`src/rtl/hp_pkg.sv`:
```
// Shared types for the parallel host port.
// Assumes a two-lane (high/low byte) word, selected by one byte-select bit.
package hp_pkg;
    typedef enum logic {
        XFER_WRITE = 1'b0,
        XFER_READ  = 1'b1
    } hp_dir_e;

    // Attributes of the transfer currently open (or last open).
    typedef struct packed {
        hp_dir_e dir;
        logic    hi;
    } hp_txn_t;
endpackage

```
`src/rtl/hp_sync.sv`:
```
// Multi-stage synchronizer for a bundle of asynchronous host lines.
// Assumes every line holds its level well beyond STAGES clock periods.
module hp_sync #(
    parameter int          W       = 1,
    parameter int          STAGES  = 2,
    parameter logic [W-1:0] RST_VAL = '0
) (
    input  logic         clk,
    input  logic         rst_n,
    input  logic [W-1:0] d,
    output logic [W-1:0] q
);
    logic [W-1:0] pipe [STAGES];

    // Shift each line through the chain; reset loads the idle levels.
    always_ff @(posedge clk) begin
        if (!rst_n) begin
            for (int i = 0; i < STAGES; i++) pipe[i] <= RST_VAL;
        end else begin
            pipe[0] <= d;
            for (int i = 1; i < STAGES; i++) pipe[i] <= pipe[i-1];
        end
    end

    assign q = pipe[STAGES-1];
endmodule

```
`src/rtl/hp_frame.sv`:
```
// Transfer framing: a transfer is open while chip select and strobe are both
// active, and closes when either drops. Direction is only recorded, never used
// to frame. Assumes synchronized inputs and static strobe polarity.
module hp_frame
    import hp_pkg::*;
#(
    parameter int BYTE_W = 8
) (
    input  logic              clk,
    input  logic              rst_n,
    input  logic              cfg_stb_act_high,
    input  logic              cs_n_s,
    input  logic              stb_s,
    input  logic              rw_s,
    input  logic              bsel_s,
    input  logic [BYTE_W-1:0] din_s,
    output logic              sel,
    output logic              close,
    output hp_txn_t           txn,
    output logic [BYTE_W-1:0] txn_byte
);
    logic sel_q;

    assign sel   = !cs_n_s && (stb_s == cfg_stb_act_high);
    assign close = sel_q && !sel;

    // Remember whether a transfer was open on the previous cycle.
    always_ff @(posedge clk) begin
        if (!rst_n) sel_q <= 1'b0;
        else        sel_q <= sel;
    end

    // While open, track direction, byte lane and the latest host byte.
    always_ff @(posedge clk) begin
        if (!rst_n) begin
            txn      <= '{dir: XFER_WRITE, hi: 1'b0};
            txn_byte <= '0;
        end else if (sel) begin
            txn      <= '{dir: hp_dir_e'(rw_s), hi: bsel_s};
            txn_byte <= din_s;
        end
    end

    // a close pulse is a single cycle and is followed by a closed frame
    assert_close_single_R11: assert property (@(posedge clk) disable iff (!rst_n)
        close |=> !close);
endmodule

```
`src/rtl/hp_regs.sv`:
```
// Word registers and handshake flags. The host fills the inbound word one
// byte lane at a time; flags move only when a high-byte transfer ends or the
// core acts. Assumes close is a single-cycle pulse with txn held stable.
module hp_regs
    import hp_pkg::*;
#(
    parameter int BYTE_W = 8,
    localparam int LANES  = 2,
    localparam int WORD_W = LANES * BYTE_W
) (
    input  logic              clk,
    input  logic              rst_n,
    input  logic              close,
    input  hp_txn_t           txn,
    input  logic [BYTE_W-1:0] txn_byte,
    input  logic              core_wr_en,
    input  logic [WORD_W-1:0] core_wr_data,
    input  logic              core_rd_en,
    output logic [WORD_W-1:0] out_word,
    output logic [WORD_W-1:0] in_word,
    output logic              obe,
    output logic              ibf
);
    logic host_wr_done;
    logic host_rd_done;

    assign host_wr_done = close && (txn.dir == XFER_WRITE);
    assign host_rd_done = close && (txn.dir == XFER_READ);

    // One register per inbound byte lane, written when its lane's write ends.
    for (genvar g = 0; g < LANES; g++) begin : g_lane
        localparam logic LANE_HI = (g == LANES - 1);
        always_ff @(posedge clk) begin
            if (!rst_n)
                in_word[g*BYTE_W +: BYTE_W] <= '0;
            else if (host_wr_done && (txn.hi == LANE_HI))
                in_word[g*BYTE_W +: BYTE_W] <= txn_byte;
        end
    end

    // Outbound word is loaded by the core only.
    always_ff @(posedge clk) begin
        if (!rst_n)          out_word <= '0;
        else if (core_wr_en) out_word <= core_wr_data;
    end

    // Output-empty: set by a finished high-byte read, cleared by a core load.
    always_ff @(posedge clk) begin
        if (!rst_n)                       obe <= 1'b1;
        else if (core_wr_en)              obe <= 1'b0;
        else if (host_rd_done && txn.hi)  obe <= 1'b1;
    end

    // Input-full: set by a finished high-byte write, cleared by a core take.
    always_ff @(posedge clk) begin
        if (!rst_n)                       ibf <= 1'b0;
        else if (host_wr_done && txn.hi)  ibf <= 1'b1;
        else if (core_rd_en)              ibf <= 1'b0;
    end

    // a finished high-byte read marks the output word empty
    assert_obe_set_R6: assert property (@(posedge clk) disable iff (!rst_n)
        (host_rd_done && txn.hi && !core_wr_en) |=> obe);
    // without a read end or core load, output-empty holds
    assert_obe_hold_R6: assert property (@(posedge clk) disable iff (!rst_n)
        (!host_rd_done && !core_wr_en) |=> $stable(obe));
    // a core load always empties the flag
    assert_obe_clear_R8: assert property (@(posedge clk) disable iff (!rst_n)
        core_wr_en |=> !obe);
    // a finished high-byte write marks the input word full
    assert_ibf_set_R7: assert property (@(posedge clk) disable iff (!rst_n)
        (host_wr_done && txn.hi) |=> ibf);
    // a core take with no concurrent high-byte write clears input-full
    assert_ibf_clear_R9: assert property (@(posedge clk) disable iff (!rst_n)
        (core_rd_en && !(host_wr_done && txn.hi)) |=> !ibf);
    // the inbound word changes only when a host write ends
    assert_in_hold_R5: assert property (@(posedge clk) disable iff (!rst_n)
        !host_wr_done |=> $stable(in_word));
endmodule

```
`src/rtl/par_host_port.sv`:
```
// Byte-wide slave host port carrying 16-bit words in two byte transfers.
// Synchronizes the host lines, frames transfers from chip select and strobe,
// drives read data and applies the flag polarities. Assumes configuration
// inputs only change while no transfer is open.
module par_host_port #(
    parameter int BYTE_W    = 8,
    parameter int SYNC_DEPTH = 2,
    localparam int WORD_W   = 2 * BYTE_W,
    localparam int SYNC_W   = 4 + BYTE_W
) (
    input  logic              clk,
    input  logic              rst_n,
    input  logic              cfg_stb_act_high,
    input  logic              cfg_obe_invert,
    input  logic              cfg_ibf_invert,
    input  logic              host_cs_n,
    input  logic              host_stb,
    input  logic              host_rw,
    input  logic              host_bsel,
    input  logic [BYTE_W-1:0] host_din,
    output logic [BYTE_W-1:0] host_dout,
    output logic              host_doe,
    output logic              host_obe,
    output logic              host_ibf,
    input  logic              core_wr_en,
    input  logic [WORD_W-1:0] core_wr_data,
    input  logic              core_rd_en,
    output logic [WORD_W-1:0] core_rd_data
);
    import hp_pkg::*;

    logic [SYNC_W-1:0] raw_bus;
    logic [SYNC_W-1:0] sync_bus;
    logic              cs_n_s, stb_s, rw_s, bsel_s;
    logic [BYTE_W-1:0] din_s;
    logic              sel, close;
    hp_txn_t           txn;
    logic [BYTE_W-1:0] txn_byte;
    logic [WORD_W-1:0] out_word;
    logic              obe, ibf;

    assign raw_bus = {host_cs_n, host_stb, host_rw, host_bsel, host_din};

    hp_sync #(
        .W       (SYNC_W),
        .STAGES  (SYNC_DEPTH),
        .RST_VAL ({1'b1, {(SYNC_W-1){1'b0}}})
    ) u_sync (
        .clk (clk),
        .rst_n (rst_n),
        .d   (raw_bus),
        .q   (sync_bus)
    );

    assign {cs_n_s, stb_s, rw_s, bsel_s, din_s} = sync_bus;

    hp_frame #(.BYTE_W(BYTE_W)) u_frame (
        .clk              (clk),
        .rst_n            (rst_n),
        .cfg_stb_act_high (cfg_stb_act_high),
        .cs_n_s           (cs_n_s),
        .stb_s            (stb_s),
        .rw_s             (rw_s),
        .bsel_s           (bsel_s),
        .din_s            (din_s),
        .sel              (sel),
        .close            (close),
        .txn              (txn),
        .txn_byte         (txn_byte)
    );

    hp_regs #(.BYTE_W(BYTE_W)) u_regs (
        .clk          (clk),
        .rst_n        (rst_n),
        .close        (close),
        .txn          (txn),
        .txn_byte     (txn_byte),
        .core_wr_en   (core_wr_en),
        .core_wr_data (core_wr_data),
        .core_rd_en   (core_rd_en),
        .out_word     (out_word),
        .in_word      (core_rd_data),
        .obe          (obe),
        .ibf          (ibf)
    );

    // Read path: drive the selected half while a read transfer is open.
    always_comb begin
        host_doe  = sel && rw_s;
        host_dout = bsel_s ? out_word[WORD_W-1 -: BYTE_W] : out_word[BYTE_W-1:0];
    end

    // Flag pins carry the configured polarity.
    assign host_obe = obe ^ cfg_obe_invert;
    assign host_ibf = ibf ^ cfg_ibf_invert;

    // the bus driver is never enabled while the host is deselected
    assert_no_drive_idle_R2: assert property (@(posedge clk) disable iff (!rst_n)
        cs_n_s |-> !host_doe);
endmodule

```
`config.mk`:
```
export PLATFORM = sky130hd
export DESIGN_NAME = par_host_port
export DESIGN_NICKNAME = d
export VERILOG_FILES = /design/src/rtl/hp_pkg.sv /design/src/rtl/hp_sync.sv /design/src/rtl/hp_frame.sv /design/src/rtl/hp_regs.sv /design/src/rtl/par_host_port.sv
export SDC_FILE = /design/constraint.sdc
export NUM_CORES = 1
export LEC_CHECK = 0
export BUFFER_PORTS_ARGS = -buffer_cell sky130_fd_sc_hd__buf_4
export CAP_MARGIN = 20
export CORE_MARGIN = 1.5
export CORE_UTILIZATION = 43
export CTS_BUF_LIST = sky130_fd_sc_hd__clkbuf_16
export DETAILED_ROUTE_END_ITERATION = 7
export PLACE_DENSITY_LB_ADDON = 0.08
export SYNTH_ARGS = -nofsm -noshare
export SYNTH_HDL_FRONTEND = slang
export SYNTH_SLANG_ARGS = --single-unit
```
`constraint.sdc`:
```
create_clock -name clk -period 2 [get_ports clk]
set_input_delay 0.2 -clock clk [delete_from_list [all_inputs] [get_ports clk]]
set_output_delay 0.2 -clock clk [all_outputs]
set_load 0.05 [all_outputs]
```
==> run_results.csv, run 1 <==
group,metric,value,unit
cells_and_area,utilization,57.78,%
routing,ant_nets,0,
min_path,hold_class,"primary input to flip-flop",
logic_synthesis,synthDistinctLibCells,26,
cts,ctsResizeCount,0,
cts,cts_max_level,3,
cts,clk_pin_slew,0.05,ns
logic_synthesis,synth-seq-cells,69,
routing,first_iter_violations,56,
floorplanning,initial_core_util,44.33,%
routing,vias,1706,
routing,dr.pass1.iters,4,
placement,dpl_cell_area,2934,µm²
setup_path,cp-end-kind,"output pin",
logic_synthesis,yosysWarnings,0,
setup_path,worstPathArrival,1.55,ns
setup_path,crit_fanout,13,
logic_synthesis,netlist_instances,236,
floorplanning,ios,62,
cells_and_area,diodes,0,
pwr,power_frac_seq,48.4,%
pwr,comb_power_share,8.2,%
placement,portBuffers,61,
floorplanning,row_count,27,
sta,rsz0062_at_grt,"false",
routing,via_per_inst,4.598,
grt,grt_max_degree,35,
logic_synthesis,syn-num-nets,271,
pwr,powerDensity,937.4,nW/µm²
cts,clockRootBuffer,"clkbuf_16",
cells_and_area,drive_above_1_share,29.10,%
setup_path,crit_type,"flip-flop to output pin",
sta,relSlewSlack,58.31,%
cts,postCtsSetupRepairBufs,0,
sta,min_period,1.746,ns
sta,setup-violations-final,0,
sta,drv_slew,0,
logic_synthesis,synth_area,2441,µm²
floorplanning,core_area,5507,µm²
cts,clock-sinks,69,
logic_synthesis,synth.avg_cell_area,10.34,µm²
sta,hold_viol,0,
cts,insertion_delay,0.31,ns
cts,cts_made_buffers,9,
placement,gp_congestion,0.7578,
floorplanning,die_w,78.35,µm
setup_path,crit_chain,"inv_1 > and3_1 > buf_4",
setup_path,crit_buf_inv,2,
cts,cts_tree,"built",
sta,fmax,0.5726,GHz
cells_and_area,final_common_cell,"dfxtp_1",
floorplanning,dieArea,6138,µm²
sta,fin_skew,0.004326,ns
cells_and_area,syn_to_final_growth,30.34,%
pwr,power.switching_fraction,21.49,%
pwr,power_switching,0.6411,mW
pwr,power,2.983,mW
cells_and_area,fillers,513,
routing,drc,0,
setup_path,cp_slowest_stage_delay,0.53,ns
routing,wirelength,4.164,mm
setup_path,r2r_slack,0.62,ns
sta,tightestPinTransition,0.6236,ns
grt,grt_pass1_vias,1646,
pwr,intPower,2.342,mW
cts,clk_path_buf_depth,2,
setup_path,path_delay_family,"flip-flops",
placement,placedCellCount,357,
pwr,clock_power_share,43.4,%
cells_and_area,layout_common_cells,"69 x dfxtp_1, 65 x buf_4, 32 x mux2i_1",
grt,antenna_found_initial,0,
sta,finalCritPeriodShare,87.32,%
grt,groute.usage.overall,15.36,%
logic_synthesis,yosysSeqAreaShare,56.59,%
flow_run,maxCapViolations,0,
grt,grt-ovfl-total,0,
cells_and_area,final-instance-count-excl-fill,371,
setup_path,startpoint_type,"flip-flop",
sta,tns,0,ns
routing,wl_per_cell,11.22,µm
setup_path,cp.required,1.80,ns
cells_and_area,final_area,3182,µm²
pwr,p_leak,1.486,nW
run_status,status,"finished clean",
floorplanning,die_h,78.35,µm
grt,grt_pass1_wl,7.176,mm
cts,cts_hold_buffers,0,
cells_and_area,nets,331,
pwr,vdd.ir_drop.worst,0.0006360,V
setup_path,crit_slowest_cell,"dfxtp_1",
==> cells by family (layout without fill, tap and decap cells) <==
kind of cell | Yosys count | after routing | share of synthesized area (%)
AOI/OAI and AO/OA | 25 | 25 | 5.843
DFF | 69 | 69 | 56.59
and+or+nand+nor | 79 | 79 | 15.38
muxes | 40 | 40 | 16.81
xor gates and xnor gates | 4 | 4 | 1.435
buffers and inverters | 19 | 82 | 3.947
==> state kept, by name (all words and copies together) (netlist names) <==
| register | cells |
|---|---|
| u_sync.pipe | 24 |
| u_regs.obe | 1 |
| u_frame.sel_q | 1 |
| u_frame.txn_byte | 8 |
| u_regs.out_word | 16 |
| u_regs.in_word | 16 |
| u_regs.ibf | 1 |
| u_frame.txn | 2 |
==> synthesized netlist by cell type, drive strengths merged <==
cell type | instances | area [µm²]
o211ai | 1 | 12.51
mux2i | 32 | 320.3
o31a | 1 | 8.760
nor3 | 1 | 5.000
nand3 | 10 | 50.05
clkbuf | 7 | 27.52
dfxtp | 69 | 1381
xnor2 | 1 | 8.760
and2 | 22 | 137.6
xor2 | 3 | 26.28
a21oi | 12 | 60.06
nor2 | 17 | 63.81
o2111ai | 1 | 8.760
nand2b | 3 | 18.77
mux2 | 8 | 90.09
o21a | 1 | 7.510
inv | 3 | 11.26
and3 | 1 | 6.260
buf | 9 | 57.56
o21ai | 9 | 45.04
nand2 | 25 | 93.84
==> final timing paths <==
path                                      endpoint                from  cells past startpoint
worst max-delay path                      host_doe  u_sync.pipe[0][23]                      3
worst min-delay path            u_sync.pipe[0][11]           host_cs_n                      2
worst max register to register   u_regs.in_word[2]  u_sync.pipe[0][22]                      3
worst min register to register  u_sync.pipe[0][23]  u_sync.pipe[0][11]                      1
==> metrics by stage <==
stage,worst slack [ns],hold WS (ns)
detailed placement,0.5921,0.3882
floorplan,0.7139,0.3015
global placement,0.6055,0.3882
global route,0.1500,0.06608
finish,0.2536,0.06956
CTS,0.2459,0.06087
==> cell type report <==
| class | count | area (µm²) | share of cell area (%) |
|---|---|---|---|
| Tap cell | 72 | 90.09 | 2.831 |
| Clock inverter | 5 | 22.52 | 0.7078 |
| Inverter | 3 | 11.26 | 0.3539 |
| Clock buffer | 9 | 225.2 | 7.078 |
| Multi-Input combinational cell | 148 | 963.4 | 30.28 |
| Timing Repair Buffer | 65 | 488.0 | 15.34 |
| Sequential cell | 69 | 1381 | 43.41 |
==> power groups by stage <==
stage               clock network (mW)  logic [mW]  registers (mW)
finish                            1.29       0.246            1.44
global route                      1.42       0.267            1.45
CTS                               1.34       0.250            1.44
detailed placement                   0       0.249            1.47
global placement                     0       0.247            1.47
floorplan                            0       0.167            1.46
==> per-layer routing <==
layer  up-vias  GRT usage (%)  routed length, µm
li1        900              -                  -
met1       758          18.34               1984
met2        42          24.35               1882
met3         6          5.349                233
met4         0          8.036                 64
met5         -              0                  0
(Power assumes the default switching activity.)
==> inputs of run 2 (changes only) <==
BUFFER_PORTS_ARGS = unset   (was -buffer_cell sky130_fd_sc_hd__buf_4)
CORE_ASPECT_RATIO = 1.25   (was unset)
DONT_BUFFER_PORTS = 1   (was unset)
==> run_results.csv, run 2 (same netlist as run 1, synthesis figures left out) <==
group,metric,value,unit
sta,fin_skew,0.003845,ns
grt,grt_max_degree,31,
cells_and_area,final_area,2855,µm²
sta,setup-violations-final,0,
placement,dpl_cell_area,2474,µm²
grt,groute.usage.overall,15.40,%
pwr,powerDensity,1079,nW/µm²
sta,tns,0,ns
setup_path,r2r_end,"u_regs.in_word[7]",
floorplanning,dieArea,6141,µm²
grt,grt_pass1_vias,1608,
routing,dr.pass1.iters,4,
cells_and_area,final_common_cell,"dfxtp_1",
setup_path,crit_type,"flip-flop to output pin",
placement,dp.final_hpwl,2.841,mm
floorplanning,die_h,87.24,µm
floorplanning,row_count,30,
setup_path,timing.rr.start,"u_sync.pipe[0][22]",
setup_path,crit_chain,"inv_1 > and3_1 > buf_4",
cells_and_area,layout_common_cells,"69 x dfxtp_1, 32 x mux2i_1, 25 x nand2_1",
routing,ant_nets,0,
grt,grt-ovfl-total,0,
cts,clock-sinks,69,
cts,clk_path_buf_depth,2,
cts,clockRootBuffer,"clkbuf_16",
setup_path,crit_slowest_cell,"dfxtp_1",
floorplanning,die_w,70.39,µm
cells_and_area,largest_reg_flops,24,
cells_and_area,drive_above_1_share,11.60,%
setup_path,cp_slowest_stage_delay,0.54,ns
cts,cts_tree,"built",
cells_and_area,diodes,0,
sta,min_period,1.766,ns
setup_path,cp-end-kind,"output pin",
cells_and_area,nets,280,
setup_path,r2r_slack,0.53,ns
flow_run,maxCapViolations,0,
sta,hold_viol,0,
routing,wl_per_cell,13.47,µm
cts,cts_max_level,3,
sta,tightestPinTransition,0.5689,ns
grt,grt_pass1_wl,7.245,mm
sta,drv_slew,0,
min_path,hold_class,"primary input to flip-flop",
cells_and_area,largest_register,"u_sync.pipe",
cells_and_area,utilization,52.46,%
sta,relSlewSlack,61.96,%
sta,hold_slack,0.01342,ns
setup_path,cp.required,1.80,ns
setup_path,worstSetupEndpoint,"host_doe",
floorplanning,ios,62,
run_status,status,"finished clean",
cts,clk_pin_slew,0.05,ns
cts,cts_made_buffers,9,
floorplanning,initial_core_util,44.85,%
sta,rsz0062_at_grt,"false",
routing,first_iter_violations,44,
setup_path,reg2reg_depth,4,
cells_and_area,syn_to_final_growth,16.97,%
setup_path,crit_fanout,13,
setup_path,startpoint_type,"flip-flop",
cells_and_area,largest_registers,"u_sync.pipe x24, u_regs.in_word x16, u_regs.out_word x16",
floorplanning,core_area,5443,µm²
routing,vias,1544,
setup_path,critical_path.startpoint,"u_sync.pipe[0][23]",
routing,via_per_inst,4.917,
placement,portBuffers,0,
cts,insertion_delay,0.32,ns
setup_path,worstPathArrival,1.57,ns
placement,post-place-ws,0.3554,ns
sta,finalCritPeriodShare,88.28,%
sta,fmax,0.5664,GHz
routing,drc,0,
pwr,vdd.ir_drop.worst,0.0007361,V
placement,gp_congestion,0.6807,
routing,wirelength,4.230,mm
pwr,p_leak,1.238,nW
grt,antenna_found_initial,0,
sta,final.setup.worst_slack,0.2344,ns
-- run 2: cell count changes in the layout (fill, tap and decap cells not counted), sizes merged --
cell,previous run,this run
dlygate4sd3,0,9
bufinv,0,1
buf,65,5
clkinvlp,0,1
-- run 2: worst min path at each step --
| stage | from | endpoint | slack (ns) | cells past startpoint |
|---|---|---|---|---|
| final | host_din[5] | u_sync.pipe[0][5] | 0.01 | 1 |
| after global routing | host_din[6] | u_sync.pipe[0][6] | 0.002 | 1 |
| after CTS | host_din[6] | u_sync.pipe[0][6] | 0.001 | 1 |
| after detailed placement | rst_n | u_sync.pipe[0][23] | 0.28 | 1 |
| after global placement | rst_n | u_sync.pipe[0][11] | 0.28 | 1 |
| after floorplan | host_cs_n | u_sync.pipe[0][11] | 0.30 | 1 |
-- run 2: area by class of cell --
type / count / area, µm²
clock buffer: 9 / 225.2
fill: 475 / 2587
inverter: 3 / 11.26
timing repair buffer: 14 / 127.6
tap: 64 / 80.08
sequential: 69 / 1381
multi-input combinational: 148 / 970.9
clock inverter: 7 / 58.81
-- run 2: routing by layer --
| layer | up-vias | global-route usage, % | part of all wire, % |
|---|---|---|---|
| li1 | 805 | - | - |
| met1 | 694 | 17.42 | 43 |
| met2 | 41 | 25.21 | 49 |
| met3 | 4 | 4.630 | 6.3 |
| met4 | 0 | 9.965 | 1.1 |
| met5 | - | 0 | 0 |
-- run 2: stage by stage --
stage,cells,total power [mW]
finish,314,3.082
global route,314,3.207
CTS,314,3.132
detailed placement,289,1.631
global placement,289,1.626
floorplan,236,1.629
-- run 2: critical path, delay by kind of cell (launching register included) --
family                 cells  cell delay [ns]
buffers and inverters      2             0.45
DFF                        1             0.54
and+or+nand+nor            1             0.25
-- run 2: power breakdown --
| part | internal [mW] | switching, mW | total, mW |
|---|---|---|---|
| Combinational | 0.0695 | 0.106 | 0.175 |
| Sequential | 1.42 | 0.0223 | 1.44 |
| Clock | 0.944 | 0.518 | 1.46 |
| Total | 2.44 | 0.646 | 3.08 |
-- run 2: what timing repair did --
item,CTS,global route
endpoints found under the setup margin,1,0
hold buffers,9,0
gates resized for setup,1,0
hold endpoints to repair,19,0
buffers inserted,0,0
